==> config.mk <==
export PLATFORM = sky130hd
export DESIGN_NAME = dcn_node
export DESIGN_NICKNAME = d
export VERILOG_FILES = /design/src/rtl/dcn_pkg.sv /design/src/rtl/dcn_cfg_reg.sv /design/src/rtl/dcn_wake_gen.sv /design/src/rtl/dcn_dn_path.sv /design/src/rtl/dcn_node.sv
export SDC_FILE = /design/constraint.sdc
export NUM_CORES = 1
export LEC_CHECK = 0
export CORE_MARGIN = 2
export CORE_UTILIZATION = 55
export CTS_BUF_LIST = sky130_fd_sc_hd__clkbuf_16
export DETAILED_ROUTE_END_ITERATION = 6
export DONT_BUFFER_PORTS = 1
export PLACE_DENSITY = 0.79
export RECOVER_POWER = 50
export REMOVE_ABC_BUFFERS = 1
export SETUP_SLACK_MARGIN = 0.4
export SLEW_MARGIN = 5
export SYNTH_ARGS = -nofsm -noshare
export SYNTH_HDL_FRONTEND = slang
export SYNTH_SLANG_ARGS = --single-unit
==> constraint.sdc <==
create_clock -name clk -period 2.3 [get_ports clk]
set_clock_uncertainty 0.05 [all_clocks]
set_input_delay 0.115 -clock clk [delete_from_list [all_inputs] [get_ports clk]]
set_output_delay 0.115 -clock clk [all_outputs]
set_load 0.02 [all_outputs]
==> src/rtl/dcn_pkg.sv <==
// Shared field widths, command codes and the frame record used by the
// daisy-chain node. Assumes frames arrive fully decoded (no CRC here).
package dcn_pkg;
    localparam int DEV_W = 6;
    localparam int REG_W = 14;
    localparam int DAT_W = 16;

    typedef enum logic [1:0] {
        CMD_WAKE  = 2'd0,
        CMD_READ  = 2'd1,
        CMD_WRITE = 2'd2,
        CMD_RESP  = 2'd3
    } cmd_e;

    typedef struct packed {
        cmd_e               cmd;
        logic [DEV_W-1:0]   dev;
        logic [REG_W-1:0]   rega;
        logic [DAT_W-1:0]   data;
    } frame_t;
endpackage

==> src/rtl/dcn_cfg_reg.sv <==
// Node state: awake flag, chain address and relay switch.
// Assumes cfg_we is already qualified (addressed write to the config
// register); this module only range-checks the new address.
module dcn_cfg_reg
    import dcn_pkg::*;
#(
    parameter int MAX_NODES = 62,
    parameter int FWD_BIT   = 9
) (
    input  logic             clk,
    input  logic             rst_n,
    input  logic             sleep_req,
    input  logic             wake_evt,
    input  logic             cfg_we,
    input  logic [DAT_W-1:0] cfg_data,
    output logic             awake,
    output logic [DEV_W-1:0] node_addr,
    output logic             fwd_on
);
    logic [DEV_W-1:0] new_addr;
    logic             addr_ok;

    // Address candidate and its legal range (1..MAX_NODES).
    always_comb begin
        new_addr = cfg_data[DEV_W-1:0];
        addr_ok  = (new_addr != '0) && (32'(new_addr) <= 32'(MAX_NODES));
    end

    // State register; sleep has priority over any update.
    always_ff @(posedge clk) begin
        if (!rst_n || sleep_req) begin
            awake     <= 1'b0;
            node_addr <= '0;
            fwd_on    <= 1'b0;
        end else begin
            if (wake_evt) begin
                awake <= 1'b1;
            end
            if (cfg_we && addr_ok) begin
                node_addr <= new_addr;
                fwd_on    <= cfg_data[FWD_BIT];
            end
        end
    end
endmodule

==> src/rtl/dcn_wake_gen.sv <==
// Wake-up regeneration scheduler: counts owed wake frames and enforces a
// minimum spacing of WAKE_GAP cycles between wake frame launches.
// Assumes WAKE_GAP >= 1 and that load_en only fires while nothing is owed.
module dcn_wake_gen #(
    parameter int WAKE_GAP = 16
) (
    input  logic       clk,
    input  logic       rst_n,
    input  logic       sleep_req,
    input  logic       load_en,
    input  logic [1:0] load_cnt,
    input  logic       launch,
    input  logic       slot_free,
    output logic       busy,
    output logic       regen_go
);
    localparam int GAP_W = $clog2(WAKE_GAP + 1);
    localparam logic [GAP_W-1:0] GAP_RELOAD = GAP_W'(WAKE_GAP - 1);

    logic [1:0]       owed;
    logic [GAP_W-1:0] gap_left;

    // Launch a self-made wake once the gap has run out and the slot is free.
    always_comb begin
        busy     = (owed != 2'd0);
        regen_go = busy && (gap_left == '0) && slot_free;
    end

    // Owed count and spacing timer.
    always_ff @(posedge clk) begin
        if (!rst_n || sleep_req) begin
            owed     <= 2'd0;
            gap_left <= '0;
        end else begin
            if (load_en) begin
                owed <= load_cnt;
            end else if (regen_go) begin
                owed <= owed - 2'd1;
            end
            if (launch) begin
                gap_left <= GAP_RELOAD;
            end else if (gap_left != '0) begin
                gap_left <= gap_left - 1'b1;
            end
        end
    end
endmodule

==> src/rtl/dcn_dn_path.sv <==
// Far-bound path: classifies each accepted frame (wake event, local hit,
// relay, wake regeneration request), owns the one-entry output register and
// the local strobe register. Assumes the wake scheduler blocks new input
// while regenerated frames are owed.
module dcn_dn_path
    import dcn_pkg::*;
#(
    parameter logic [REG_W-1:0] CFG_REG = 14'h0010
) (
    input  logic             clk,
    input  logic             rst_n,
    input  logic             sleep_req,
    input  logic             awake,
    input  logic [DEV_W-1:0] node_addr,
    input  logic             fwd_on,
    input  logic             in_valid,
    output logic             in_ready,
    input  frame_t           in_frame,
    output logic             out_valid,
    input  logic             out_ready,
    output frame_t           out_frame,
    input  logic             wake_busy,
    input  logic             regen_go,
    output logic             slot_free,
    output logic             wake_evt,
    output logic             cfg_we,
    output logic             load_en,
    output logic [1:0]       load_cnt,
    output logic             launch,
    output logic             loc_valid,
    output frame_t           loc_frame
);
    localparam frame_t WAKE_FRAME = '{cmd: CMD_WAKE, dev: '0, rega: '0, data: '0};

    logic relay, accept, take, is_wake, hit, fwd_go;

    // Frame classification and handshake.
    always_comb begin
        relay     = (node_addr != '0) && fwd_on;
        slot_free = !out_valid || out_ready;
        in_ready  = slot_free && !wake_busy;
        accept    = in_valid && in_ready;
        is_wake   = (in_frame.cmd == CMD_WAKE);
        hit       = (in_frame.dev == node_addr) && !is_wake;
        wake_evt  = accept && !awake;
        take      = accept && awake;
        fwd_go    = take && relay;
        cfg_we    = take && hit && (in_frame.cmd == CMD_WRITE) && (in_frame.rega == CFG_REG);
        load_en   = take && is_wake;
        load_cnt  = relay ? 2'd1 : 2'd2;
        launch    = (fwd_go && is_wake) || regen_go;
    end

    // One-entry output register toward the next node.
    always_ff @(posedge clk) begin
        if (!rst_n || sleep_req) begin
            out_valid <= 1'b0;
            out_frame <= WAKE_FRAME;
        end else if (fwd_go) begin
            out_valid <= 1'b1;
            out_frame <= in_frame;
        end else if (regen_go) begin
            out_valid <= 1'b1;
            out_frame <= WAKE_FRAME;
        end else if (out_ready) begin
            out_valid <= 1'b0;
        end
    end

    // Local strobe for frames addressed to this node.
    always_ff @(posedge clk) begin
        if (!rst_n || sleep_req) begin
            loc_valid <= 1'b0;
            loc_frame <= WAKE_FRAME;
        end else begin
            loc_valid <= take && hit;
            if (take && hit) begin
                loc_frame <= in_frame;
            end
        end
    end
endmodule

==> src/rtl/dcn_node.sv <==
// Top of one chain node: wires the far-bound path, the wake scheduler and
// the node state, and relays returning frames while relaying is enabled.
// Assumes ports carry decoded frames; the return path adds no latency.
module dcn_node
    import dcn_pkg::*;
#(
    parameter int               MAX_NODES = 62,
    parameter int               WAKE_GAP  = 16,
    parameter logic [13:0]      CFG_REG   = 14'h0010
) (
    input  logic        clk,
    input  logic        rst_n,
    input  logic        sleep_req,
    input  logic        ds_in_valid,
    output logic        ds_in_ready,
    input  logic [1:0]  ds_in_cmd,
    input  logic [5:0]  ds_in_dev,
    input  logic [13:0] ds_in_reg,
    input  logic [15:0] ds_in_data,
    output logic        ds_out_valid,
    input  logic        ds_out_ready,
    output logic [1:0]  ds_out_cmd,
    output logic [5:0]  ds_out_dev,
    output logic [13:0] ds_out_reg,
    output logic [15:0] ds_out_data,
    input  logic        us_in_valid,
    output logic        us_in_ready,
    input  logic [1:0]  us_in_cmd,
    input  logic [5:0]  us_in_dev,
    input  logic [13:0] us_in_reg,
    input  logic [15:0] us_in_data,
    output logic        us_out_valid,
    input  logic        us_out_ready,
    output logic [1:0]  us_out_cmd,
    output logic [5:0]  us_out_dev,
    output logic [13:0] us_out_reg,
    output logic [15:0] us_out_data,
    output logic        loc_valid,
    output logic [1:0]  loc_cmd,
    output logic [13:0] loc_reg,
    output logic [15:0] loc_data,
    output logic [5:0]  node_addr,
    output logic        fwd_on,
    output logic        awake
);
    frame_t     in_frame, out_frame, loc_frame;
    logic       wake_busy, regen_go, slot_free, wake_evt, cfg_we;
    logic       load_en, launch;
    logic [1:0] load_cnt;
    logic       relay;

    // Port fields to and from the frame record.
    always_comb begin
        in_frame    = '{cmd: cmd_e'(ds_in_cmd), dev: ds_in_dev, rega: ds_in_reg, data: ds_in_data};
        ds_out_cmd  = out_frame.cmd;
        ds_out_dev  = out_frame.dev;
        ds_out_reg  = out_frame.rega;
        ds_out_data = out_frame.data;
        loc_cmd     = loc_frame.cmd;
        loc_reg     = loc_frame.rega;
        loc_data    = loc_frame.data;
    end

    // Return path: pass through only while relaying.
    always_comb begin
        relay        = (node_addr != '0) && fwd_on;
        us_out_valid = relay && us_in_valid;
        us_in_ready  = relay && us_out_ready;
        us_out_cmd   = us_in_cmd;
        us_out_dev   = us_in_dev;
        us_out_reg   = us_in_reg;
        us_out_data  = us_in_data;
    end

    dcn_dn_path #(.CFG_REG(CFG_REG)) u_dn (
        .clk(clk), .rst_n(rst_n), .sleep_req(sleep_req), .awake(awake),
        .node_addr(node_addr), .fwd_on(fwd_on),
        .in_valid(ds_in_valid), .in_ready(ds_in_ready), .in_frame(in_frame),
        .out_valid(ds_out_valid), .out_ready(ds_out_ready), .out_frame(out_frame),
        .wake_busy(wake_busy), .regen_go(regen_go), .slot_free(slot_free),
        .wake_evt(wake_evt), .cfg_we(cfg_we), .load_en(load_en), .load_cnt(load_cnt),
        .launch(launch), .loc_valid(loc_valid), .loc_frame(loc_frame)
    );

    dcn_wake_gen #(.WAKE_GAP(WAKE_GAP)) u_wake (
        .clk(clk), .rst_n(rst_n), .sleep_req(sleep_req), .load_en(load_en),
        .load_cnt(load_cnt), .launch(launch), .slot_free(slot_free),
        .busy(wake_busy), .regen_go(regen_go)
    );

    dcn_cfg_reg #(.MAX_NODES(MAX_NODES)) u_cfg (
        .clk(clk), .rst_n(rst_n), .sleep_req(sleep_req), .wake_evt(wake_evt),
        .cfg_we(cfg_we), .cfg_data(ds_in_data), .awake(awake),
        .node_addr(node_addr), .fwd_on(fwd_on)
    );
endmodule

==> impl_metrics.csv <==
group,metric,value,unit
routing,detailroute.wirelength.met3,2.02,mm
logic_synthesis,synth-simple-area-share,0.184,
logic_synthesis,yosys_warnings,0,
final_layout,final-instance-count-excl-fill,510,
logic_synthesis,synth_cell_types,36,
final_layout,drive_above_1_share,0.162,
floorplan,initial_utilization,0.569,
clocking,clkTransAtPathRegs,0.06,ns
place,post_dp_hpwl,7.30,mm
place,post_place_cell_area,0.00345,mm^2
floorplan,core-area,0.00639,mm^2
pwr,peakVddDrop,0.000563,V
routing,drc,0,
status,run_status,"completed",
final_layout,fin_util,0.685,
logic_synthesis,synth-adder-area-share,0.0103,
place,gp_routability_congestion,0.819,
timing,drv_slew,0,
logic_synthesis,dominant_combinational_cell_family_by_area_after_synthesis,"simple AND/OR/NAND/NOR gates",
routing,count_of_vias_placed_by_the_detailed_router,3124,
final_layout,fill_cells,493,
floorplan,rows,29,
clocking,tritoncts_num_sinks,87,
grt,grt_max_degree,44,
timing,max_freq,0.488,GHz
timing,worst-slew-pin-transition,0.721,ns
logic_synthesis,synthCells,417,
final_layout,fin_nets,514,
routing,highest_layer,"met5",
setup_path,critical-path-slowest-cell,"sky130_fd_sc_hd__or4_1",
logic_synthesis,ys_ff_latch,87,
timing,finalSetupViolations,0,
routing,drtIter0Drc,270,
run,maxCapViolations,0,
routing,wl_met1,4.45,mm
min_path,hp-class,"in -> reg",
pwr,powerDensity,874,mW/mm^2
grt,global_route_wire_length_before_repair,16.8,mm
pwr,power_leakage,1.49,nW
routing,drt.antenna.violating_nets,0,
setup_path,crit_chain,"or4_1, o31a_4, buf_4, and2_4",
grt,overflow,0,
setup_path,path_class,"reg -> out",
logic_synthesis,synth_flop_cell,"sky130_fd_sc_hd__dfxtp_1",
setup_path,critPathRequiredTime,2.13,ns
setup_path,critPathCaptureType,"primary output",
floorplan,die_area,0.00727,mm^2
setup_path,worst_r2r_endpoint,"u_dn.out_frame[33]",
logic_synthesis,synth_compound_gate_area_share,0.180,
routing,dr.pass1.iters,5,
final_layout,synthToLayoutAreaGrowth,20.3,%
logic_synthesis,syn_avg_cell_area,8.71,um^2
setup_path,path_delay_family,"simple AND/OR/NAND/NOR gates",
final_layout,antenna_cells,0,
clocking,cts_root_buffer,"sky130_fd_sc_hd__clkbuf_16",
routing,post_dr_vias_cell,6.13,
grt,globalRouteTotalUtil,0.305,
timing,grt_setup_unrepaired,"true",
place,io_buffers,0,
logic_synthesis,async_set_or_reset_flop_fraction_in_the_synthesized_netlist,0,
grt,via_count_of_the_first_global_routing_pass,2942,
setup_path,maximum_fanout_encountered_on_the_critical_timing_path,7,
logic_synthesis,post_synth_instance_area,0.00363,mm^2
clocking,clock_insertion_delay_worst_skew,0.33,ns
floorplan,die_h,85.3,um
routing,detail_route.wirelength,12.1,mm
min_path,hold-path-cell-count,2,
setup_path,critical_path.reg2reg.startpoint,"u_cfg.node_addr[1]",
setup_path,worst_ep_arrival_time,1.89,ns
logic_synthesis,synth_area_in_xor_xnor,0.0241,
place,numPlacedInstances,443,
clocking,cts-buffers-inserted,9,
clocking,clk_path_buf_depth,2,
timing,final.min_clock_period,2.05,ns
timing,final_hold_vios,0,
timing,slew_headroom,0.519,
setup_path,cp-start-kind,"flip-flop",
floorplan,fp.dieW,85.3,um
min_path,worst_hold_path.endpoint,"u_dn.out_valid",
grt,number_of_antenna_violations_at_the_first_check_in_global_routing,0,
timing,fin_crit_sh,0.891,
setup_path,worst_r2r_path_depth,6,
setup_path,cp_slowest_stage_delay,0.54,ns
min_path,worst_hold_startpoint,"ds_out_ready",
logic_synthesis,synthMuxAreaShare,0,
setup_path,setup.worst_path.start,"u_cfg.node_addr[1]",
logic_synthesis,ys_seq_area_frac,0.479,
clocking,cts-htree-levels,3,
clocking,cts_tree,"built",
logic_synthesis,synth_edf_count,0,
final_layout,final_cell_area,0.00437,mm^2
setup_path,ff2ff_setup_slack,0.25,ns
setup_path,cp.buffers_inverters,1,
routing,wl_met2,5.44,mm
routing,post_drt_wl_per_cell,23.7,um
floorplan,io_pins,204,
[repair_timing]
item / 4_1_cts / 5_1_grt
hold endpoints to repair: 78 / 0
pin swaps: 3 / 4
hold buffers: 39 / 0
gates cloned: 1 / 3
setup buffers: 6 / 2
resized for setup: 9 / 20
setup endpoints to repair: 46 / 87
[layer usage]
metal / GRT usage / up-vias
met3: 0.234 / 22
met4: 0.0678 / 2
met2: 0.467 / 239
met1: 0.333 / 1456
li1: - / 1405
met5: 0.0559 / -
[cells by family after synthesis]
| group | Yosys count |
|---|---|
| AND/OR/NAND/NOR | 149 |
| AO/OA/AOI/OAI | 99 |
| flip-flops | 87 |
| buffers and inverters | 69 |
| XOR/XNOR | 10 |
| adder cells (fa/ha/maj) | 3 |
[worst max path at each step]
stage,end,slack [ns],depth (start not counted)
floorplan,u_dn.out_valid,-0.35,4
global placement,u_dn.out_frame[0],0.33,8
detailed placement,u_dn.out_frame[9],0.22,8
CTS,u_dn.out_frame[33],0.28,6
global route,u_dn.out_frame[33],0.19,6
finish,us_out_valid,0.25,4
[synth_stat cells (2+ instances only)]
master	number	area, um^2
sky130_fd_sc_hd__dfxtp_1	87	1740
sky130_fd_sc_hd__nor4_1	4	25.0
sky130_fd_sc_hd__a21oi_1	48	240
sky130_fd_sc_hd__buf_6	5	56.3
sky130_fd_sc_hd__buf_2	5	25.0
sky130_fd_sc_hd__nor2_1	46	173
sky130_fd_sc_hd__inv_1	4	15.0
sky130_fd_sc_hd__xor2_1	7	61.3
sky130_fd_sc_hd__nand4_1	2	12.5
sky130_fd_sc_hd__nand3_1	9	45.0
sky130_fd_sc_hd__buf_4	38	285
sky130_fd_sc_hd__a211o_1	2	17.5
sky130_fd_sc_hd__o21ai_0	8	40.0
sky130_fd_sc_hd__ha_1	3	37.5
sky130_fd_sc_hd__nand2b_1	3	18.8
sky130_fd_sc_hd__nand2_1	68	255
sky130_fd_sc_hd__and2_1	4	25.0
sky130_fd_sc_hd__xnor2_1	3	26.3
sky130_fd_sc_hd__a22oi_2	9	113
sky130_fd_sc_hd__clkbuf_1	16	60.1
sky130_fd_sc_hd__nor4b_1	2	17.5
sky130_fd_sc_hd__nor3b_1	2	15.0
sky130_fd_sc_hd__a22oi_1	29	218
[area by class of cell]
type	instances	area [um^2]	area share
clock inverter	7	96.3	0.0220
inverter	4	15.0	0.00343
tap	77	96.3	0.0220
timing repair buffer	64	662	0.151
clock buffer	9	225	0.0515
multi-input combinational	262	1530	0.351
sequential	87	1740	0.399
[where the power goes]
part	internal, mW	switching [mW]
Sequential	1.55	0.0376
Clock	0.953	0.595
Combinational	0.369	0.313
[per-stage QoR]
stage | worst slack [ns] | hold slack (ns) | setup TNS, ns | power [mW]
6_report | 0.250 | 0.0179 | 0 | 3.82
2_1_floorplan | -0.351 | 0.180 | -13.04 | 1.96
5_1_grt | 0.188 | 0.0422 | 0 | 3.98
4_1_cts | 0.284 | 0.00875 | 0 | 3.81
3_5_place_dp | 0.215 | 0.180 | 0 | 2.08
3_3_place_gp | 0.325 | 0.180 | 0 | 2.07
[cell usage in the layout (no fill, tap or decap), types with 8 or more instances in the layout]
cell type                        n
sky130_fd_sc_hd__nand2_1        68
sky130_fd_sc_hd__a21oi_1        47
sky130_fd_sc_hd__a22oi_1        28
sky130_fd_sc_hd__clkbuf_16      11
sky130_fd_sc_hd__dfxtp_1        85
sky130_fd_sc_hd__dlygate4sd3_1  39
sky130_fd_sc_hd__o21ai_0         8
sky130_fd_sc_hd__nor2_1         46
sky130_fd_sc_hd__a22oi_2        10
sky130_fd_sc_hd__nand3_1         9
sky130_fd_sc_hd__buf_4          16
[flip-flops by register name (all words and copies together) (netlist names)]
signal / count
u_cfg.awake: 1
u_cfg.fwd_on: 1
u_cfg.node_addr: 6
u_dn.loc_frame: 32
u_dn.loc_valid: 1
u_dn.out_frame: 38
u_dn.out_valid: 1
u_wake.gap_left: 5
u_wake.owed: 2
Power figures use the tool's default switching activity.
